File: src/rtl/mgw_pkg.sv
package mgw_pkg;
    typedef enum logic [2:0] {
        GW_IDLE,
        GW_CFG_SW,
        GW_SETUP_WAIT,
        GW_ADDR,
        GW_DATA,
        GW_TEARDOWN
    } gw_state_e;
endpackage

File: src/rtl/mgw_req_queue.sv
module mgw_req_queue #(
    parameter int W     = 8,
    parameter int DEPTH = 4
) (
    input  logic         clk,
    input  logic         rst_n,
    input  logic         push,
    input  logic [W-1:0] push_data,
    input  logic         pop,
    output logic         full,
    output logic         not_empty,
    output logic [W-1:0] head
);
    localparam int PW = (DEPTH > 1) ? $clog2(DEPTH) : 1;
    localparam int CW = $clog2(DEPTH + 1);

    typedef struct packed {
        logic [PW-1:0] rd;
        logic [PW-1:0] wr;
        logic [CW-1:0] cnt;
    } q_regs_t;

    q_regs_t r_q, r_d;
    logic [W-1:0] mem_q [DEPTH];
    logic push_ok, pop_ok;

    function automatic logic [PW-1:0] bump(input logic [PW-1:0] p);
        return (p == PW'(DEPTH - 1)) ? '0 : p + 1'b1;
    endfunction

    assign full      = (r_q.cnt == CW'(DEPTH));
    assign not_empty = (r_q.cnt != '0);
    assign head      = mem_q[r_q.rd];
    assign push_ok   = push && !full;
    assign pop_ok    = pop && not_empty;

    always_comb begin
        r_d = r_q;
        if (push_ok) r_d.wr = bump(r_q.wr);
        if (pop_ok)  r_d.rd = bump(r_q.rd);
        case ({push_ok, pop_ok})
            2'b10:   r_d.cnt = r_q.cnt + 1'b1;
            2'b01:   r_d.cnt = r_q.cnt - 1'b1;
            default: r_d.cnt = r_q.cnt;
        endcase
    end

    always_ff @(posedge clk or negedge rst_n) begin
        if (!rst_n) r_q <= '0;
        else        r_q <= r_d;
    end

    always_ff @(posedge clk) begin
        if (push_ok) mem_q[r_q.wr] <= push_data;
    end
endmodule

File: src/rtl/mgw_seq_fsm.sv
module mgw_seq_fsm
    import mgw_pkg::*;
#(
    parameter int MOD_W   = 2,
    parameter int ROW_W   = 6,
    parameter int COL_W   = 5,
    parameter int LEN_W   = 3,
    parameter int TIMEOUT = 6,
    localparam int ADDR_W = (ROW_W > COL_W) ? ROW_W : COL_W
) (
    input  logic              clk,
    input  logic              rst_n,
    input  logic              q_valid,
    input  logic              q_write,
    input  logic              q_remote,
    input  logic [MOD_W-1:0]  q_module,
    input  logic [ROW_W-1:0]  q_row,
    input  logic [COL_W-1:0]  q_col,
    input  logic [LEN_W-1:0]  q_len,
    output logic              q_pop,
    input  logic              path_ack,
    output logic              path_setup,
    output logic              wr_ack,
    output logic              err_resp,
    output logic              rsp_remote,
    output logic              sw_cmd_en,
    output logic              sw_rd_en,
    output logic              sw_wr_en,
    output logic [MOD_W-1:0]  sw_module,
    output logic              cmd_valid,
    output logic              cmd_col,
    output logic              cmd_write,
    output logic [ADDR_W-1:0] cmd_addr,
    output logic              data_done
);
    localparam int TMR_W = $clog2(TIMEOUT + 1);

    typedef struct packed {
        gw_state_e        st;
        logic             phase;
        logic             err;
        logic [TMR_W-1:0] tmr;
        logic [LEN_W-1:0] cnt;
        logic             wr;
        logic             rem;
        logic [MOD_W-1:0] mod;
        logic [ROW_W-1:0] row;
        logic [COL_W-1:0] col;
        logic [LEN_W-1:0] len;
    } seq_regs_t;

    seq_regs_t r_q, r_d;
    logic active, in_data, msg;

    always_comb begin
        r_d   = r_q;
        q_pop = 1'b0;
        case (r_q.st)
            GW_IDLE: begin
                if (q_valid) begin
                    q_pop     = 1'b1;
                    r_d.wr    = q_write;
                    r_d.rem   = q_remote;
                    r_d.mod   = q_module;
                    r_d.row   = q_row;
                    r_d.col   = q_col;
                    r_d.len   = q_len;
                    r_d.err   = 1'b0;
                    r_d.phase = 1'b0;
                    r_d.st    = GW_CFG_SW;
                end
            end
            GW_CFG_SW: begin
                r_d.tmr = '0;
                r_d.st  = r_q.wr ? GW_ADDR : GW_SETUP_WAIT;
            end
            GW_SETUP_WAIT: begin
                if (path_ack) begin
                    r_d.st = GW_ADDR;
                end else if (r_q.tmr == TMR_W'(TIMEOUT - 1)) begin
                    r_d.err = 1'b1;
                    r_d.st  = GW_TEARDOWN;
                end else begin
                    r_d.tmr = r_q.tmr + 1'b1;
                end
            end
            GW_ADDR: begin
                if (!r_q.phase) begin
                    r_d.phase = 1'b1;
                end else begin
                    r_d.phase = 1'b0;
                    r_d.cnt   = r_q.len;
                    r_d.st    = GW_DATA;
                end
            end
            GW_DATA: begin
                if (r_q.cnt == '0) r_d.st  = GW_TEARDOWN;
                else               r_d.cnt = r_q.cnt - 1'b1;
            end
            GW_TEARDOWN: r_d.st = GW_IDLE;
            default:     r_d.st = GW_IDLE;
        endcase
    end

    always_ff @(posedge clk or negedge rst_n) begin
        if (!rst_n) r_q <= '0;
        else        r_q <= r_d;
    end

    assign active     = (r_q.st == GW_CFG_SW) || (r_q.st == GW_SETUP_WAIT) ||
                        (r_q.st == GW_ADDR)   || (r_q.st == GW_DATA);
    assign in_data    = (r_q.st == GW_DATA);
    assign sw_cmd_en  = active;
    assign sw_rd_en   = active && !r_q.wr;
    assign sw_wr_en   = in_data && r_q.wr;
    assign sw_module  = active ? r_q.mod : '0;
    assign path_setup = (r_q.st == GW_CFG_SW) && !r_q.wr;
    assign wr_ack     = in_data && r_q.wr && (r_q.cnt == r_q.len);
    assign err_resp   = (r_q.st == GW_TEARDOWN) && r_q.err;
    assign msg        = path_setup || wr_ack || err_resp;
    assign rsp_remote = msg && r_q.rem;
    assign cmd_valid  = (r_q.st == GW_ADDR);
    assign cmd_col    = cmd_valid && r_q.phase;
    assign cmd_write  = cmd_valid && r_q.wr;
    assign cmd_addr   = !cmd_valid ? '0 :
                        (r_q.phase ? ADDR_W'(r_q.col) : ADDR_W'(r_q.row));
    assign data_done  = in_data && (r_q.cnt == '0);
endmodule

File: src/rtl/circ_mem_gateway.sv
module circ_mem_gateway #(
    parameter int MOD_W   = 2,
    parameter int ROW_W   = 6,
    parameter int COL_W   = 5,
    parameter int LEN_W   = 3,
    parameter int TIMEOUT = 6,
    parameter int QDEPTH  = 4,
    localparam int ADDR_W = (ROW_W > COL_W) ? ROW_W : COL_W
) (
    input  logic              clk,
    input  logic              rst_n,
    input  logic              req_valid,
    input  logic              req_write,
    input  logic              req_remote,
    input  logic [MOD_W-1:0]  req_module,
    input  logic [ROW_W-1:0]  req_row,
    input  logic [COL_W-1:0]  req_col,
    input  logic [LEN_W-1:0]  req_len,
    output logic              req_ready,
    input  logic              path_ack,
    output logic              path_setup,
    output logic              wr_ack,
    output logic              err_resp,
    output logic              rsp_remote,
    output logic              sw_cmd_en,
    output logic              sw_rd_en,
    output logic              sw_wr_en,
    output logic [MOD_W-1:0]  sw_module,
    output logic              cmd_valid,
    output logic              cmd_col,
    output logic              cmd_write,
    output logic [ADDR_W-1:0] cmd_addr,
    output logic              data_done
);
    localparam int REQ_W = 2 + MOD_W + ROW_W + COL_W + LEN_W;

    logic             q_full, q_valid, q_pop;
    logic [REQ_W-1:0] q_head;
    logic             h_write, h_remote;
    logic [MOD_W-1:0] h_module;
    logic [ROW_W-1:0] h_row;
    logic [COL_W-1:0] h_col;
    logic [LEN_W-1:0] h_len;

    assign req_ready = !q_full;
    assign {h_write, h_remote, h_module, h_row, h_col, h_len} = q_head;

    mgw_req_queue #(.W(REQ_W), .DEPTH(QDEPTH)) queue_i (
        .clk       (clk),
        .rst_n     (rst_n),
        .push      (req_valid),
        .push_data ({req_write, req_remote, req_module, req_row, req_col, req_len}),
        .pop       (q_pop),
        .full      (q_full),
        .not_empty (q_valid),
        .head      (q_head)
    );

    mgw_seq_fsm #(
        .MOD_W(MOD_W), .ROW_W(ROW_W), .COL_W(COL_W),
        .LEN_W(LEN_W), .TIMEOUT(TIMEOUT)
    ) fsm_i (
        .clk        (clk),
        .rst_n      (rst_n),
        .q_valid    (q_valid),
        .q_write    (h_write),
        .q_remote   (h_remote),
        .q_module   (h_module),
        .q_row      (h_row),
        .q_col      (h_col),
        .q_len      (h_len),
        .q_pop      (q_pop),
        .path_ack   (path_ack),
        .path_setup (path_setup),
        .wr_ack     (wr_ack),
        .err_resp   (err_resp),
        .rsp_remote (rsp_remote),
        .sw_cmd_en  (sw_cmd_en),
        .sw_rd_en   (sw_rd_en),
        .sw_wr_en   (sw_wr_en),
        .sw_module  (sw_module),
        .cmd_valid  (cmd_valid),
        .cmd_col    (cmd_col),
        .cmd_write  (cmd_write),
        .cmd_addr   (cmd_addr),
        .data_done  (data_done)
    );
endmodule

File: config.mk
export PLATFORM = sky130hd
export DESIGN_NAME = circ_mem_gateway
export DESIGN_NICKNAME = d
export VERILOG_FILES = /design/src/rtl/mgw_pkg.sv /design/src/rtl/mgw_req_queue.sv /design/src/rtl/mgw_seq_fsm.sv /design/src/rtl/circ_mem_gateway.sv
export SDC_FILE = /design/constraint.sdc
export NUM_CORES = 1
export LEC_CHECK = 0
export BUFFER_PORTS_ARGS = -buffer_cell sky130_fd_sc_hd__buf_4
export CAP_MARGIN = 20
export CORE_MARGIN = 10
export CORE_UTILIZATION = 63
export CTS_CLUSTER_SIZE = 40
export DETAILED_ROUTE_END_ITERATION = 12
export HOLD_SLACK_MARGIN = 0.03
export PLACE_DENSITY_LB_ADDON = 0.2
export SYNTH_ARGS = -nofsm -noshare
export SYNTH_HDL_FRONTEND = slang
export SYNTH_SLANG_ARGS = --single-unit
export TNS_END_PERCENT = 50
File: constraint.sdc
create_clock -name clk -period 3.34 [get_ports clk]
set_clock_uncertainty 0.05 [all_clocks]
set_input_delay 0.668 -clock clk [delete_from_list [all_inputs] [get_ports clk]]
set_output_delay 0.668 -clock clk [all_outputs]
set_load 0.05 [all_outputs]
==> results by group <==
Outcome
  – Outcome: finished, final reports clean

Finish
  – Multi-input logic area: 0.00151 mm²
  – NumNets Final: 353
  – Finished Layout Cells: 424
  – # diodes: 0
  – Storage cell area: 0.00306 mm²
  – Area delta synth->final: 12.5%
  – Share of cells above drive strength 1: 0.332
  – Fill cell total of the finished layout: 458

Pwr
  – Int Power: 3120 µW
  – Switching pwr: 1900 µW
  – Combinational power share: 0.402
  – Static Leak: 0.00207 µW
  – Max IR drop VDD: 0.512 mV
  – PD cells: 951 mW/mm²
  – Sw frac: 0.378
  – Clk pwr share: 0.160
  – Reg power frac: 0.438

Setup path
  – CP peak stage delay: 0.69 ns
  – CP cell instances: nand3b_2 > or2_1 > nor2_1 > buf_4
  – CP top delay family: simple AND/OR/NAND/NOR gates
  – Critical-path top delay cell: dfrtp_1
  – Setup Crit Path Kind: reg -> out
  – CP max FO: 17
  – Startpoint types: register
  – Crit path buf inv count: 1
  – Req. time, crit path: 2.62 ns
  – CP Data Arrival Time: 2.03 ns
  – CP Capture Type: output pin

Clocking
  – H-tree levels: 3
  – Hold buffers post-CTS: 0
  – CTS Sinks: 108
  – CTS clk-pin slew, worst paths: 0.12 ns
  – Setup bufs post-CTS: 0
  – Clock Latency Late Sink: 0.37 ns
  – CTS tree: done
  – CTS Root Cell: clkbuf_8
  – Resized Gates After CTS: 0
  – Cts bufs inserted: 9
  – Max Buffers Root-to-Sink: 2

Placed design
  – Placed cells: 408
  – Port bufs: 41
  – HPWL Detailed: 5.51 mm
  – Placer Congestion: 0.861
  – Dpl ws: 1.02 ns

Global route
  – Vias in the first global route: 2,616
  – Initial antenna violation count: 0
  – Gr busiest metal: met2
  – Remaining global-route overflow: 0
  – Largest net degree at the start of global routing: 37
  – Total track usage: 0.152
  – M1 GR Usage: 0.173
  – Grt met2 use: 0.263
  – First-pass GRT wire length: 13.5 mm
  – Met3 GRT Util: 0.0592

Die
  – Row count: 31
  – Die H: 106 µm
  – Die Area: 0.0113 mm²
  – Starting Density: 0.647
  – CORE AREA: 0.00725 mm²
  – Io pins: 42
  – Die X: 106 µm

Timing
  – Endpoints failing setup: 0
  – RSZ-0062 raised after global routing: no
  – Max Fclk: 364 MHz
  – Rel. slew slack: 0.326
  – Setup ws final: 0.594 ns
  – Hold slack final: 0.190 ns
  – Min Tclk post-route: 2.75 ns
  – Final Cycle Share: 0.822
  – Post-route setup TNS: 0 ns
  – Pins Over Slew Limit: 0
  – Actual slew at the worst max-slew pin: 1.01 ns
  – Final hold violation count: 0

Synthesis
  – Synth Net Count: 309
  – Sequential area share after synthesis: 0.653
  – Ys flop type: edfxtp_1
  – Synth warn: 0
  – Ys async rst share: 0.333
  – Syn_area_per_cell: 17.0 µm²
  – Synth Register Bits: 108
  – Synth cell types: 48
  – Mapped cell area: 0.00469 mm²
  – Post-synth EDFFs: 72
  – Synth Instances: 276

Route
  – Routed wire length: 8.12 mm
  – Vias/cell: 5.68
  – Remaining antenna violation count: 0
  – Via Count: 2,409
  – DR DRC count: 0
  – Drt wl/cell: 19.1 µm
  – DRT iter0 DRCs: 100
  – Drt pass-1 iters: 4

Run
  – Max cap viols: 0

Worst hold path
  – Tightest Hold Check Type: in -> async
[metrics by stage]
step | power, µW | util | instance area [µm²]
after floorplan | 3760 | - | 4690
after global placement | 4190 | 0.699 | 5070
after detailed placement | 4270 | 0.699 | 5070
after CTS | 5080 | 0.728 | 5280
after global routing | 5320 | 0.728 | 5280
final | 5020 | 0.728 | 5280
[kinds of logic (layout without fill, tap and decap cells)]
kind of cell	count (synthesis)	after routing	share of synthesized area
fa+ha+maj	11	11	0.0309
mux	49	49	0.174
buf+inv	24	73	0.0261
xor+xnor	8	8	0.0149
flops	108	108	0.653
simple gates	58	58	0.0754
compound gates	18	18	0.0264
[final timing paths]
check                                      startpoint                            end  slack [ns]  cells past startpoint
min in group clk                           req_col[0]  queue_i.mem_q[1][3]$_DFFE_PP_        0.44                      1
hold / removal                                  rst_n      fsm_i.r_q[27]$_DFFE_PN0P_        0.19                      1
hold reg to reg             fsm_i.r_q[14]$_DFFE_PN0P_      fsm_i.r_q[14]$_DFFE_PN0P_        0.47                      1
setup reg to reg           queue_i.r_q[0]$_DFFE_PN0P_     queue_i.r_q[2]$_DFFE_PN0P_        1.11                      9
max in group asynchronous                       rst_n      fsm_i.r_q[13]$_DFFE_PN0P_        2.70                      1
setup / recovery            fsm_i.r_q[27]$_DFFE_PN0P_                    cmd_addr[5]        0.59                      4
[sequential cells by signal, summed over array words and instances (netlist names)]
register and count:
queue_i.mem_q 72, queue_i.r_q 7, fsm_i.r_q 29
[cell usage after synthesis, types with 5 or more instances]
cell type  instances  area, µm²
buf_2              5       25.0
nor2_1            15       56.3
mux2i_1            9       90.1
nand2_1            7       26.3
and3_1             5       31.3
mux4_2            18        405
edfxtp_1          72       2160
mux2_4            19        285
dfrtp_1           36        901
inv_1             14       52.6
ha_1              10        125
xnor2_1            5       43.8
[area by class of cell]
class	instances	area share
Inverter	14	0.00995
Clock buffer	9	0.0235
Tap cell	99	0.0235
Timing Repair Buffer	43	0.0612
Clock inverter	7	0.0161
Sequential cell	108	0.580
Multi-Input combinational cell	144	0.286
[power by group through the flow]
stage | clock (µW) | combinational, µW | sequential [µW]
after floorplan | 0 | 1730 | 2020
after global placement | 0 | 1990 | 2200
after detailed placement | 0 | 2040 | 2230
after CTS | 826 | 2050 | 2200
after global routing | 879 | 2190 | 2250
final | 803 | 2020 | 2200
[layout by cell type (no fill, tap or decap), drive strengths merged, types with 2 or more instances in the layout]
cell type,n
a211oi,2
a21oi,4
and2,4
and3,5
buf,43
clkbuf,9
dfrtp,36
edfxtp,72
ha,10
inv,19
mux2,22
mux2i,9
mux4,18
nand2,7
nand2b,2
nand3,2
nand3b,2
nand4,2
nor2,15
nor2b,4
nor3,2
nor3b,4
o21ai,4
o221a,2
or2,3
or3b,3
xnor2,5
xor2,3
[per-layer routing]
layer | vias to the layer above | share of wire
met5 | - | 0
met4 | 0 | 0.0091
met3 | 6 | 0.053
met2 | 55 | 0.52
met1 | 1216 | 0.42
li1 | 1132 | -
(Power assumes the default switching activity.)
